===== config.mk =====
export PLATFORM = sky130hd
export DESIGN_NAME = rtc_alarm_irq
export DESIGN_NICKNAME = d
export VERILOG_FILES = /design/src/rtl/rtc_alarm_pkg.sv /design/src/rtl/rtc_alarm_match.sv /design/src/rtl/rtc_flag_regs.sv /design/src/rtl/rtc_irq_out.sv /design/src/rtl/rtc_alarm_irq.sv
export SDC_FILE = /design/constraint.sdc
export NUM_CORES = 1
export LEC_CHECK = 0
export BUFFER_PORTS_ARGS = -buffer_cell sky130_fd_sc_hd__buf_2
export CAP_MARGIN = 5
export CORE_MARGIN = 2
export CORE_UTILIZATION = 42
export DETAILED_ROUTE_END_ITERATION = 10
export GPL_ROUTABILITY_DRIVEN = 0
export PLACE_DENSITY = 0.75
export SYNTH_ARGS = -nofsm -noshare
export SYNTH_HDL_FRONTEND = slang
export SYNTH_SLANG_ARGS = --single-unit
export TNS_END_PERCENT = 50

===== constraint.sdc =====
create_clock -name clk -period 1.6 [get_ports clk]
set_clock_uncertainty 0.2 [all_clocks]
set_input_delay 0.08 -clock clk [delete_from_list [all_inputs] [get_ports clk]]
set_output_delay 0.08 -clock clk [all_outputs]
set_load 0.03 [all_outputs]

===== src/rtl/rtc_alarm_pkg.sv =====
package rtc_alarm_pkg;
  localparam int NUM_FIELDS = 4;
  localparam int REG_W      = 8;
  localparam int EN_BIT     = REG_W - 1;

  // control register bit positions
  localparam int C_AF    = 0;
  localparam int C_TF    = 1;
  localparam int C_AIE   = 2;
  localparam int C_TIE   = 3;
  localparam int C_PULSE = 4;
  localparam int CTRL_W  = 5;

  typedef logic [REG_W-1:0] areg_t;

  // compared width of each time field: minute, hour, day, weekday
  function automatic int fld_width(input int idx);
    case (idx)
      0:       return 7;
      1:       return 6;
      2:       return 6;
      default: return 3;
    endcase
  endfunction
endpackage


===== src/rtl/rtc_alarm_match.sv =====
module rtc_alarm_match
  import rtc_alarm_pkg::*;
#(
  parameter int SEL_W = 3
) (
  input  logic                        clk,
  input  logic                        rst,
  input  areg_t                       cur [NUM_FIELDS],
  input  logic                        wr_en,
  input  logic [SEL_W-1:0]            wr_sel,
  input  areg_t                       wr_data,
  output logic [NUM_FIELDS*REG_W-1:0] alarm_q,
  output logic                        match_rise
);
  areg_t                 areg [NUM_FIELDS];
  logic [NUM_FIELDS-1:0] fld_en;
  logic [NUM_FIELDS-1:0] fld_hit;
  logic                  match_all;
  logic                  match_prev;

  for (genvar i = 0; i < NUM_FIELDS; i++) begin : g_fld
    localparam areg_t CMP_MASK = areg_t'((1 << fld_width(i)) - 1);

    always_ff @(posedge clk) begin
      if (rst)
        areg[i] <= areg_t'(1) << EN_BIT;
      else if (wr_en && wr_sel == SEL_W'(i + 1))
        areg[i] <= wr_data;
    end

    assign fld_en[i]  = ~areg[i][EN_BIT];
    assign fld_hit[i] = ~fld_en[i] | (((areg[i] ^ cur[i]) & CMP_MASK) == '0);
    assign alarm_q[i*REG_W +: REG_W] = areg[i];
  end

  assign match_all  = (|fld_en) & (&fld_hit);
  assign match_rise = match_all & ~match_prev;

  always_ff @(posedge clk) begin
    if (rst) match_prev <= 1'b0;
    else     match_prev <= match_all;
  end

  // with every field excluded no match may be reported
  a_r4_no_field_no_match: assert property (@(posedge clk) disable iff (rst)
    (fld_en == '0) |-> !match_rise);
  // a match that merely persists does not produce a second rise
  a_r5_single_rise: assert property (@(posedge clk) disable iff (rst)
    match_rise |=> !match_rise);
endmodule


===== src/rtl/rtc_flag_regs.sv =====
module rtc_flag_regs
  import rtc_alarm_pkg::*;
(
  input  logic              clk,
  input  logic              rst,
  input  logic              wr_ctrl,
  input  areg_t             wr_data,
  input  logic              alarm_set,
  input  logic              timer_set,
  output logic [CTRL_W-1:0] ctrl_q
);
  always_ff @(posedge clk) begin
    if (rst) begin
      ctrl_q <= '0;
    end else begin
      // flags: ANDed on write, a set event in the same cycle wins
      ctrl_q[C_AF] <= (ctrl_q[C_AF] & ~(wr_ctrl & ~wr_data[C_AF])) | alarm_set;
      ctrl_q[C_TF] <= (ctrl_q[C_TF] & ~(wr_ctrl & ~wr_data[C_TF])) | timer_set;
      if (wr_ctrl) begin
        ctrl_q[C_AIE]   <= wr_data[C_AIE];
        ctrl_q[C_TIE]   <= wr_data[C_TIE];
        ctrl_q[C_PULSE] <= wr_data[C_PULSE];
      end
    end
  end

  // the alarm flag only rises after a match edge
  a_r3_af_rise_cause: assert property (@(posedge clk) disable iff (rst)
    $rose(ctrl_q[C_AF]) |-> $past(alarm_set));
  // the timer flag only rises after an expiry strobe
  a_r6_tf_rise_cause: assert property (@(posedge clk) disable iff (rst)
    $rose(ctrl_q[C_TF]) |-> $past(timer_set));
  // a flag only falls after a control write carrying 0 for it
  a_r7_af_clear_cause: assert property (@(posedge clk) disable iff (rst)
    $fell(ctrl_q[C_AF]) |-> $past(wr_ctrl && !wr_data[C_AF]));
  // a set event always leaves the flag high
  a_r8_set_wins: assert property (@(posedge clk) disable iff (rst)
    timer_set |=> ctrl_q[C_TF]);
endmodule


===== src/rtl/rtc_irq_out.sv =====
module rtc_irq_out (
  input  logic clk,
  input  logic rst,
  input  logic af,
  input  logic tf,
  input  logic aie,
  input  logic tie,
  input  logic pulse_mode,
  input  logic tmr_pulse,
  output logic int_n
);
  logic timer_req;
  logic alarm_req;

  assign alarm_req = aie & af;
  assign timer_req = tie & (pulse_mode ? tmr_pulse : tf);

  always_ff @(posedge clk) begin
    if (rst) int_n <= 1'b1;
    else     int_n <= ~(alarm_req | timer_req);
  end

  // the alarm term holds the line low in either mode
  a_r10_alarm_level: assert property (@(posedge clk) disable iff (rst)
    (aie && af) |=> !int_n);
  // with no enabled source the line is released next cycle
  a_r9_release: assert property (@(posedge clk) disable iff (rst)
    (!aie && !tie) |=> int_n);
endmodule


===== src/rtl/rtc_alarm_irq.sv =====
module rtc_alarm_irq
  import rtc_alarm_pkg::*;
#(
  parameter int SEL_W = 3
) (
  input  logic                        clk,
  input  logic                        rst,
  input  logic [6:0]                  cur_min,
  input  logic [5:0]                  cur_hour,
  input  logic [5:0]                  cur_day,
  input  logic [2:0]                  cur_wday,
  input  logic                        wr_en,
  input  logic [SEL_W-1:0]            wr_sel,
  input  logic [REG_W-1:0]            wr_data,
  input  logic                        tmr_expire,
  input  logic                        tmr_pulse,
  output logic [CTRL_W-1:0]           ctrl_q,
  output logic [NUM_FIELDS*REG_W-1:0] alarm_q,
  output logic                        int_n
);
  areg_t cur [NUM_FIELDS];
  logic  match_rise;
  logic  wr_ctrl;

  assign cur[0]  = areg_t'(cur_min);
  assign cur[1]  = areg_t'(cur_hour);
  assign cur[2]  = areg_t'(cur_day);
  assign cur[3]  = areg_t'(cur_wday);
  assign wr_ctrl = wr_en && (wr_sel == '0);

  rtc_alarm_match #(.SEL_W(SEL_W)) u_match (
    .clk        (clk),
    .rst        (rst),
    .cur        (cur),
    .wr_en      (wr_en),
    .wr_sel     (wr_sel),
    .wr_data    (wr_data),
    .alarm_q    (alarm_q),
    .match_rise (match_rise)
  );

  rtc_flag_regs u_flags (
    .clk       (clk),
    .rst       (rst),
    .wr_ctrl   (wr_ctrl),
    .wr_data   (wr_data),
    .alarm_set (match_rise),
    .timer_set (tmr_expire),
    .ctrl_q    (ctrl_q)
  );

  rtc_irq_out u_irq (
    .clk        (clk),
    .rst        (rst),
    .af         (ctrl_q[C_AF]),
    .tf         (ctrl_q[C_TF]),
    .aie        (ctrl_q[C_AIE]),
    .tie        (ctrl_q[C_TIE]),
    .pulse_mode (ctrl_q[C_PULSE]),
    .tmr_pulse  (tmr_pulse),
    .int_n      (int_n)
  );
endmodule


After elaboration in Yosys (flattened, before gate mapping)
Memory sizes are Yosys's and may differ from the RTL's. Cells that the tools add are included.

Reduce and logical (&&, ||, !) cells: 12. $add $sub $neg: 0. Multipliers: 0. Mux-type cells: 19. Div/mod/pow operators: 0. Shift-type cells: 0. $lt $le $gt $ge: 0. Bitwise operators: 33. Equal/unequal tests: 4.

Operator list (number): logical NOT 8 bit (4); 2-to-1 mux 8 bit (4); 2-to-1 mux 1 bit (15); XOR 6 bit (2); bitwise OR 1 bit (11); inverter 1 bit (10); AND 1 bit (8); XOR 7 bit (1); equality test 3 x 2 -> 1 bit (second input constant) (2); logical AND 1 bit (5); AND reduction 4 bit (1); OR reduction 4 bit (1); equality test 3 x 1 -> 1 bit (second input constant) (1); equality test 3 bit (second input constant) (1); logical NOT 3 bit (1); XOR 3 bit (1).

Register bits: 7. Bits of input ports: 38. Memory bits (read-only): 0. Output and inout bits: 38. Memories kept: 1. Latch bits: 0. RAM bits: 32.

Memory list: u_match.areg (depth 4, bits a word 8, rd ports 4, clocked after memory_dff 0, write ports 4, RTL line rtc_alarm_match.sv:15) `areg_t areg [NUM_FIELDS];`.

Logic depth before layout (Yosys ltp)
Gate-level depths: netlist of run 1. An unclocked memory read counts as a cell.

Word-level depth: 8. Gate-level depth with buffers: 5. Gate-level depth less buffers: 5.

Cells and area by module
Synthesis of run 1 repeated with hierarchy kept, for this count alone.

Cell total of the unflattened synthesis: 138. Area total of the unflattened synthesis: 1849.3 um2.

By module, submodules not included: rtc_alarm_match (instances 1, cells each 114, area each 1587.8 um2, sequential area each 980.9 um2); rtc_flag_regs (instances 1, cells each 17, area each 193.9 um2, sequential area each 100.1 um2); rtc_irq_out (instances 1, cells each 5, area each 48.8 um2, sequential area each 20.0 um2); rtc_alarm_irq (instances 1, cells each 2, area each 18.8 um2, sequential area each 0.0 um2).

Worst setup path before layout of run 1
OpenSTA, ideal clock, no wires.

Path type: reg2reg. Start: memory u_match.areg[2][3] (netlist name). End: register u_flags.ctrl_q[0]. Setup slack: -332 ps. Path buffers: 0. Clock period less this slack: 1932 ps. Data arrival time: 1663 ps. Required time: 1331 ps. Cell stages (with the launch flop): 6. Cells stage by stage: edfxtp_1 -> xor2_1 -> nor4_1 -> a31oi_1 -> or4_1 -> o21ai_1.

RTL lines: start, declared (RTL line rtc_alarm_match.sv:15); end signal, assigned by index (RTL line rtc_flag_regs.sv:17) `ctrl_q[C_AF] <= (ctrl_q[C_AF] & ~(wr_ctrl & ~wr_data[C_AF])) | alarm_set;`; end signal, assigned by index (RTL line rtc_flag_regs.sv:18) `ctrl_q[C_TF] <= (ctrl_q[C_TF] & ~(wr_ctrl & ~wr_data[C_TF])) | timer_set;`; end signal, assigned by index (RTL line rtc_flag_regs.sv:20) `ctrl_q[C_AIE] <= wr_data[C_AIE];`; end, declared (RTL line rtc_flag_regs.sv:10) `output logic [CTRL_W-1:0] ctrl_q`.

==> impl_metrics.tcl, run 1 <==
set metrics [dict create \
    routedWlPerCell_um 14.04 \
    drt_wl_total_um 4099 \
    setup_slack_ns -0.2346 \
    whs_ns 0.02525 \
    antenna_found_initial 0 \
    core_area_um2 4058 \
    placementRows 23 \
    tightest_slew_ns 0.3645 \
    synth_top_area_share 0.5378 \
    ys_ff_latch 39 \
    cts_tree "done" \
    syn_area_per_cell_um2 12.67 \
    synthTopCellsByArea "edfxtp_1, and2_1, dfxtp_1" \
    arrival_ns 1.85 \
    nNetsFinal 279 \
    endpoint_kind "flip-flop" \
    syn2layout_area_growth_pct 39.22 \
    min_path_type "input pin to flip-flop" \
    netlist_area_um2 1787 \
    seq_area_frac_synth 0.6162 \
    root_buffer "clkbuf_8" \
    r2r_start "u_match.areg[2][3]" \
    grt_use_total 0.1838 \
    fin_area_um2 2487 \
    ys.flop_type "edfxtp_1" \
    violations "setup timing" \
    cts_buffers 5 \
    die-area_um2 4792 \
    max_slew_margin 0.7561 \
    setup_violations 2 \
    post_drt_via_cell_ratio 4.818 \
    clk_pin_slew_ns 0.07 \
    setup_tns_ns -0.3177 \
    clkSinkCount 39 \
    crit_path_end "u_flags.ctrl_q[0]" \
    regToRegSetupSlack_ns -0.23 \
    synth_top_cell_by_area "edfxtp_1" \
    grt_pass1_wl_um 6665 \
    fin_crit_sh 1.147 \
    grt-ovfl-total 0 \
    layout-drive-gt1-share 0.4008 \
    status "complete, but fails checks" \
    critPathMaxFanout 2 \
    rsz0062_at_grt "yes" \
    ant_nets 0 \
    h-tree-depth 2 \
    grt_pass1_vias 1460 \
    synth_fp_nets 179 \
    dr.pass1.iters 4 \
    hold_violations 0 \
    power_leakage_nw 1.088 \
    die_h_um 69.23 \
    fmax_mhz 545.1 \
    placed_area_um2 2251 \
    clock_path_buffers 2 \
    yosysUniqueCellTypes 30 \
    critPathLaunch "u_match.areg[2][3]" \
    start_util 0.4403 \
    finalCriticalPeriod_ns 1.835 \
    ys.warnings.count 0 \
    grt_max_degree 12 \
    die_w_um 69.23 \
    reg2regPathDepth 5 \
    synthArstFlopShare 0 \
    nFillCells 340 \
    n_antenna_cell 0 \
    powerDensity_nw_per_um2 893.0 \
    hpwl_um 3057 \
    io_buffer_count 75 \
    drc_errors 0 \
    first_iter_violations 109 \
    cp_data_required_time_ns 1.62 \
    place_worst_setup_slack_ns -0.1942 \
    dr_total_vias 1407 \
    synth_edf_count 32 \
    start_kind "flip-flop" \
    io_pins 76 \
    rr_endpoint "u_flags.ctrl_q[0]" \
    maxCapViolations 0 \
    finalCoreUtilization 0.6130 \
    worstSkewPairLatency_ns 0.28 \
    irDropWorstVdd_v 0.0005236 \
    netlist_instances 141 \
    crit_type "flip-flop to flip-flop" \
    final_max_slew_viol_count 0 \
]
## synthesized netlist by cell type (2+ instances only)
library cell  instances
dfxtp_1               7
mux2i_1               3
nand2b_1              4
xor2_1               14
o21ai_0               2
nor4_1                6
nor2_1                5
a31oi_1               2
a21oi_1               2
buf_4                 5
xnor2_1               8
inv_1                 3
edfxtp_1             32
and2_1               28
nand3_1               2
nand2_1               4
## cell families (layout without fill, tap and decap cells)
family	count (synthesis)	count (layout)	share of synthesized area
DFF	39	39	0.6162
xor gates and xnor gates	22	22	0.1078
and+or+nand+nor	55	55	0.1800
AOI/OAI and AO/OA	12	12	0.04342
muxes	4	4	0.02311
buffers and inverters	9	110	0.02941
## how the worst min path moves through the flow
stage	from	to	slack [ns]	cells past startpoint
global placement	tmr_expire	u_flags.ctrl_q[1]	0.12	3
finish	wr_sel[2]	u_match.areg[3][7]	0.03	3
floorplan	tmr_expire	u_flags.ctrl_q[1]	0.009	2
CTS	wr_sel[2]	u_match.areg[3][7]	0.01	3
global route	wr_sel[2]	u_match.areg[3][7]	0.07	3
detailed placement	tmr_expire	u_flags.ctrl_q[1]	0.12	3
## per-layer routing
layer | global-route usage | share of wire
met5 | 0 | 0
met2 | 0.2863 | 0.49
met3 | 0.05669 | 0.095
met1 | 0.2274 | 0.38
met4 | 0.1024 | 0.034
## final cells by class
cell class / instances / area (um^2) / area share
Clock inverter: 1 / 5.005 / 0.002012
Sequential cell: 39 / 1101 / 0.4427
Timing Repair Buffer: 99 / 585.6 / 0.2354
Tap cell: 50 / 62.56 / 0.02515
Multi-Input combinational cell: 93 / 645.6 / 0.2596
Inverter: 3 / 11.26 / 0.004527
Clock buffer: 7 / 76.32 / 0.03068
## state kept, by name (all words and copies together), names as in the netlist
register and flops:
u_match.areg 32, u_irq.int_n 1, u_flags.ctrl_q 5, u_match.match_prev 1
## worst max-delay path, cell delays in order, from the launching register on
cell and delay, ns:
edfxtp_1 0.40, xor2_1 0.15, nor4_1 0.27, a31oi_1 0.15, or4_1 0.48, o21ai_1 0.12
## report_power, final
part	total, mW	internal, mW	switching [mW]
Combinational	0.422	0.167	0.255
Clock	0.604	0.305	0.298
Sequential	1.20	1.16	0.0357
Total	2.22	1.63	0.589
## cells in the final DEF, fill, tap and decap left out, types with 2 or more instances in the layout
master / Yosys / layout
a31oi_1: 2 / 2
inv_1: 3 / 3
o21ai_1: 1 / 2
nand2b_1: 4 / 4
a21oi_1: 2 / 2
nand2_1: 4 / 4
xor2_1: 14 / 14
clkbuf_1: 1 / 2
and2_1: 28 / 28
edfxtp_1: 32 / 32
nor4_2: 0 / 2
nor4_1: 6 / 4
dfxtp_1: 7 / 7
clkbuf_8: 0 / 5
buf_4: 5 / 12
nand3_1: 2 / 2
buf_2: 0 / 75
nor2_1: 5 / 5
xnor2_1: 8 / 8
mux2i_1: 3 / 3
dlygate4sd3_1: 0 / 12
## metrics by stage
stage / instances / power [mW]
after detailed placement: 269 / 1.606
after global placement: 269 / 1.599
after floorplan: 141 / 1.446
after CTS: 290 / 2.241
after global routing: 292 / 2.320
final: 292 / 2.221
## repair_timing
action / CTS / global route
setup endpoints to repair: 2 / 3
hold buffers: 12 / 0
hold endpoints to repair: 38 / 0
pin swaps: 0 / 2
buffers inserted: 1 / 2
resized for setup: 1 / 2
No activity file was read; power rests on OpenSTA's default activity.
==> run 2: changes to the inputs <==
- BUFFER_PORTS_ARGS: -buffer_cell sky130_fd_sc_hd__buf_2 -> -buffer_cell sky130_fd_sc_hd__buf_4
==> impl_metrics.tcl, run 2 (synthesis gave the netlist of run 1 again) <==
set metrics [dict create \
    status "complete, but fails checks" \
    violations "setup timing" \
    hold_violations 0 \
    final_cell_mix "buf_4, edfxtp_1, and2_1" \
    final_common_cell "buf_4" \
    core_area_um2 4058 \
    cp_data_required_time_ns 1.63 \
    fin_crit_sh 1.155 \
    reg_top3 "u_match.areg (32), u_flags.ctrl_q (5)" \
    endpoint_kind "flip-flop" \
    io_pins 76 \
    die-area_um2 4792 \
    setup_violations 2 \
    ant_nets 0 \
    first_iter_violations 50 \
    layout-drive-gt1-share 0.4194 \
    irDropWorstVdd_v 0.0005256 \
    n_antenna_cell 0 \
    finalCoreUtilization 0.6735 \
    die_h_um 69.23 \
    powerDensity_nw_per_um2 861.9 \
    grt-ovfl-total 0 \
    antenna_found_initial 0 \
    power_leakage_nw 1.185 \
    final_max_slew_viol_count 0 \
    cts_tree "done" \
    clkSinkCount 39 \
    drc_errors 0 \
    placementRows 23 \
    placedCellCount 276 \
    rsz0062_at_grt "yes" \
    hpwl_um 3088 \
    place_worst_setup_slack_ns -0.2177 \
    nNetsFinal 285 \
    grt_use_total 0.1791 \
    fmax_mhz 541.1 \
    grt_max_degree 13 \
    max_slew_margin 0.7748 \
    largest_reg_flops 32 \
    dr_total_vias 1419 \
    setup_tns_ns -0.3322 \
    syn2layout_area_growth_pct 52.94 \
    start_kind "flip-flop" \
    maxCapViolations 0 \
    min_path_type "input pin to flip-flop" \
    nFillCells 313 \
    arrival_ns 1.87 \
    regToRegSetupSlack_ns -0.25 \
    clk_pin_slew_ns 0.07 \
    h-tree-depth 2 \
    worstSkewPairLatency_ns 0.28 \
    finalCriticalPeriod_ns 1.848 \
    cts_buffers 5 \
    clock_path_buffers 2 \
    start_util 0.4403 \
    setup_slack_ns -0.2480 \
    io_buffer_count 75 \
    critPathMaxFanout 2 \
    tightest_slew_ns 0.3366 \
    routedWlPerCell_um 14.01 \
    p_total_mw 2.355 \
    grt_pass1_vias 1345 \
    regMostFlops "u_match.areg" \
    grt_pass1_wl_um 6582 \
    die_w_um 69.23 \
    root_buffer "clkbuf_8" \
    final_cells 298 \
    dr.pass1.iters 4 \
    drt_wl_total_um 4175 \
    crit_type "flip-flop to flip-flop" \
    post_drt_via_cell_ratio 4.762 \
]
## run 2: cell count changes in the layout (fill, tap and decap cells not counted), sizes merged
cell,change
dlygate4sd3,+1
buf,+5
clkbuf,-1
clkinvlp,+1
## run 2: report_power, final
part,switching [mW],total [mW],internal [mW],leakage [nW]
Clock,0.322,0.665,0.343,0.0449
Sequential,0.0386,1.20,1.16,0.368
Combinational,0.256,0.492,0.236,0.772
## run 2: metal layers
| layer | vias up | part of all wire | GRT usage | wire, um |
|---|---|---|---|---|
| li1 | 707 | - | - | - |
| met1 | 647 | 0.43 | 0.2376 | 1791 |
| met2 | 60 | 0.47 | 0.2821 | 1955 |
| met3 | 5 | 0.091 | 0.05523 | 379 |
| met4 | 0 | 0.011 | 0.05664 | 48 |
| met5 | - | 0 | 0 | 0 |
## run 2: cell type report
class / count / area (um^2) / area share
inverter: 3 / 11.26 / 0.004121
sequential: 39 / 1101 / 0.4029
multi-input combinational: 93 / 643.1 / 0.2353
clock inverter: 2 / 11.26 / 0.004121
timing repair buffer: 105 / 820.8 / 0.3004
clock buffer: 6 / 82.58 / 0.03022
tap: 50 / 62.56 / 0.02289
## run 2: critical path: stages (launching register included)
cell	delay, ns
edfxtp_1	0.41
xor2_1	0.16
nor4_1	0.28
a31oi_1	0.13
or4_1	0.49
o21ai_2	0.11
## run 2: what timing repair did
item                                    4_1_cts  5_1_grt
endpoints found under the setup margin        2       11
hold buffers                                 13        0
resized for setup                             0        5
hold endpoints to repair                     39        0
setup buffers                                 1        0
pin swaps                                     0        3
## run 2: final timing paths
| path | endpoint | start | depth (start not counted) |
|---|---|---|---|
| setup / recovery | u_flags.ctrl_q[0] | u_match.areg[2][1] | 5 |
| hold / removal | u_match.match_prev | cur_day[5] | 4 |
| setup reg to reg | u_flags.ctrl_q[0] | u_match.areg[2][1] | 5 |
| hold reg to reg | u_flags.ctrl_q[0] | u_match.match_prev | 2 |
## run 2: metrics by stage
step	cell area [um^2]	hold slack, ns
after global routing	2733	0.04265
after global placement	2491	0.1160
after detailed placement	2491	0.1226
after CTS	2723	0.02600
final	2733	0.02933
after floorplan	1787	0.009468
==> run 3: changes to the inputs <==
- SETUP_SLACK_MARGIN: unset -> 0.1
==> impl_metrics.tcl, run 3 (synthesis gave the netlist of run 1 again) <==
set metrics [dict create \
    setup_slack_ns -0.3152 \
    placedCellCount 275 \
    grt_max_degree 13 \
    endpoint_kind "flip-flop" \
    irDropWorstVdd_v 0.0005580 \
    cts_tree "done" \
    cpPeakStageDelay_ns 0.49 \
    n_antenna_cell 0 \
    final_common_cell "buf_4" \
    drc_errors 0 \
    layout-drive-gt1-share 0.4122 \
    min_path_type "input pin to flip-flop" \
    critPathMaxFanout 2 \
    h-tree-depth 2 \
    start_util 0.4403 \
    crit_chain "xor2_1 -> nor4_1 -> a31oi_1 -> or4_1 -> o21ai_1" \
    root_buffer "clkbuf_8" \
    io_buffer_count 75 \
    powerDensity_nw_per_um2 908.7 \
    placed_area_um2 2489 \
    largest_reg_flops 32 \
    core_area_um2 4058 \
    path_buf_inv 0 \
    fin_area_um2 2721 \
    grt_pass1_vias 1509 \
    die_w_um 69.23 \
    syn2layout_area_growth_pct 52.31 \
    arrival_ns 1.94 \
    cts_buffers 5 \
    postCtsSetupBuffers 0 \
    power_leakage_nw 1.187 \
    final_cell_mix "buf_4, edfxtp_1, and2_1" \
    p_total_mw 2.473 \
    status "complete, but fails checks" \
    ant_nets 0 \
    setup_violations 2 \
    grt-ovfl-total 0 \
    clkSinkCount 39 \
    die_h_um 69.23 \
    final_max_slew_viol_count 0 \
    start_kind "flip-flop" \
    post_drt_via_cell_ratio 4.854 \
    reg_top3 "u_match.areg (32), u_flags.ctrl_q (5)" \
    regMostFlops "u_match.areg" \
    crit_family "simple AND/OR/NAND/NOR gates" \
    whs_ns 0.01247 \
    grt_pass1_wl_um 6948 \
    first_iter_violations 34 \
    hold_violations 0 \
    fmax_mhz 522.1 \
    fin_crit_sh 1.197 \
    clock_path_buffers 2 \
    crit_type "flip-flop to flip-flop" \
    die-area_um2 4792 \
    routedWlPerCell_um 14.77 \
    violations "setup timing" \
    final_cells 295 \
    clk_pin_slew_ns 0.08 \
    grt_use_total 0.1876 \
    drt_wl_total_um 4358 \
    dr.pass1.iters 4 \
    finalCriticalPeriod_ns 1.915 \
    tightest_slew_ns 0.3580 \
    hpwl_um 3204 \
    placementRows 23 \
    antenna_found_initial 0 \
    worstSkewPairLatency_ns 0.29 \
    critPathSlowestCell "or4_1" \
    rsz0062_at_grt "yes" \
    max_slew_margin 0.7605 \
    maxCapViolations 0 \
    cp_data_required_time_ns 1.63 \
    dr_total_vias 1432 \
    nNetsFinal 282 \
    io_pins 76 \
]
run 3: through the flow:
| stage | worst slack [ns] | util | TNS (ns) |
|---|---|---|---|
| after floorplan | -0.3317 | - | -0.4119 |
| after global placement | -0.2226 | 0.6133 | -0.3069 |
| after detailed placement | -0.3006 | 0.6133 | -0.4402 |
| after CTS | -0.3110 | 0.6694 | -1.980 |
| after global routing | -0.4034 | 0.6707 | -0.5833 |
| final | -0.3152 | 0.6707 | -0.4770 |
run 3: path summary, 6_finish.rpt:
check / startpoint / endpoint / slack (ns) / depth (start not counted)
worst min-delay path: wr_sel[2] / u_match.areg[3][7] / 0.01 / 3
worst min register to register: u_match.match_prev / u_flags.ctrl_q[0] / 0.30 / 2
worst max-delay path: u_match.areg[2][3] / u_flags.ctrl_q[0] / -0.32 / 5
worst max register to register: u_match.areg[2][3] / u_flags.ctrl_q[0] / -0.32 / 5
run 3: layout make-up:
type	instances	area (um^2)
fillers	309	1336
flip-flops and latches	39	1101
repair buffers	102	798.3
multi-input cells	93	640.6
clock buffers	5	68.82
well taps	50	62.56
clock inverters	3	38.79
inverters	3	11.26
run 3: where the power goes:
| part | total (mW) | switching [mW] | leakage, nW | internal (mW) |
|---|---|---|---|---|
| combinational | 0.487 | 0.256 | 0.764 | 0.231 |
| clock | 0.786 | 0.329 | 0.0556 | 0.456 |
| sequential | 1.20 | 0.0405 | 0.368 | 1.16 |
| total | 2.47 | 0.626 | 1.19 | 1.85 |
run 3: repair_timing:
item                                    in CTS  in global routing
resized for setup                            0                  2
hold buffers                                12                  0
hold endpoints to repair                    39                  0
pin swaps                                    3                  2
endpoints found under the setup margin       2                 35
run 3: layer usage:
layer | up-vias | GRT usage | wire length, um | part of all wire
li1 | 698 | - | - | -
met1 | 655 | 0.2292 | 1777 | 0.41
met2 | 69 | 0.3130 | 2125 | 0.49
met3 | 10 | 0.04360 | 355 | 0.081
met4 | 0 | 0.08932 | 99 | 0.023
met5 | - | 0 | 0 | 0
run 3: worst min-delay path: cells and delay by family:
family | cells | cell delay, ns
AND/OR/NAND/NOR | 2 | 0.21
buffers and inverters | 1 | 0.12
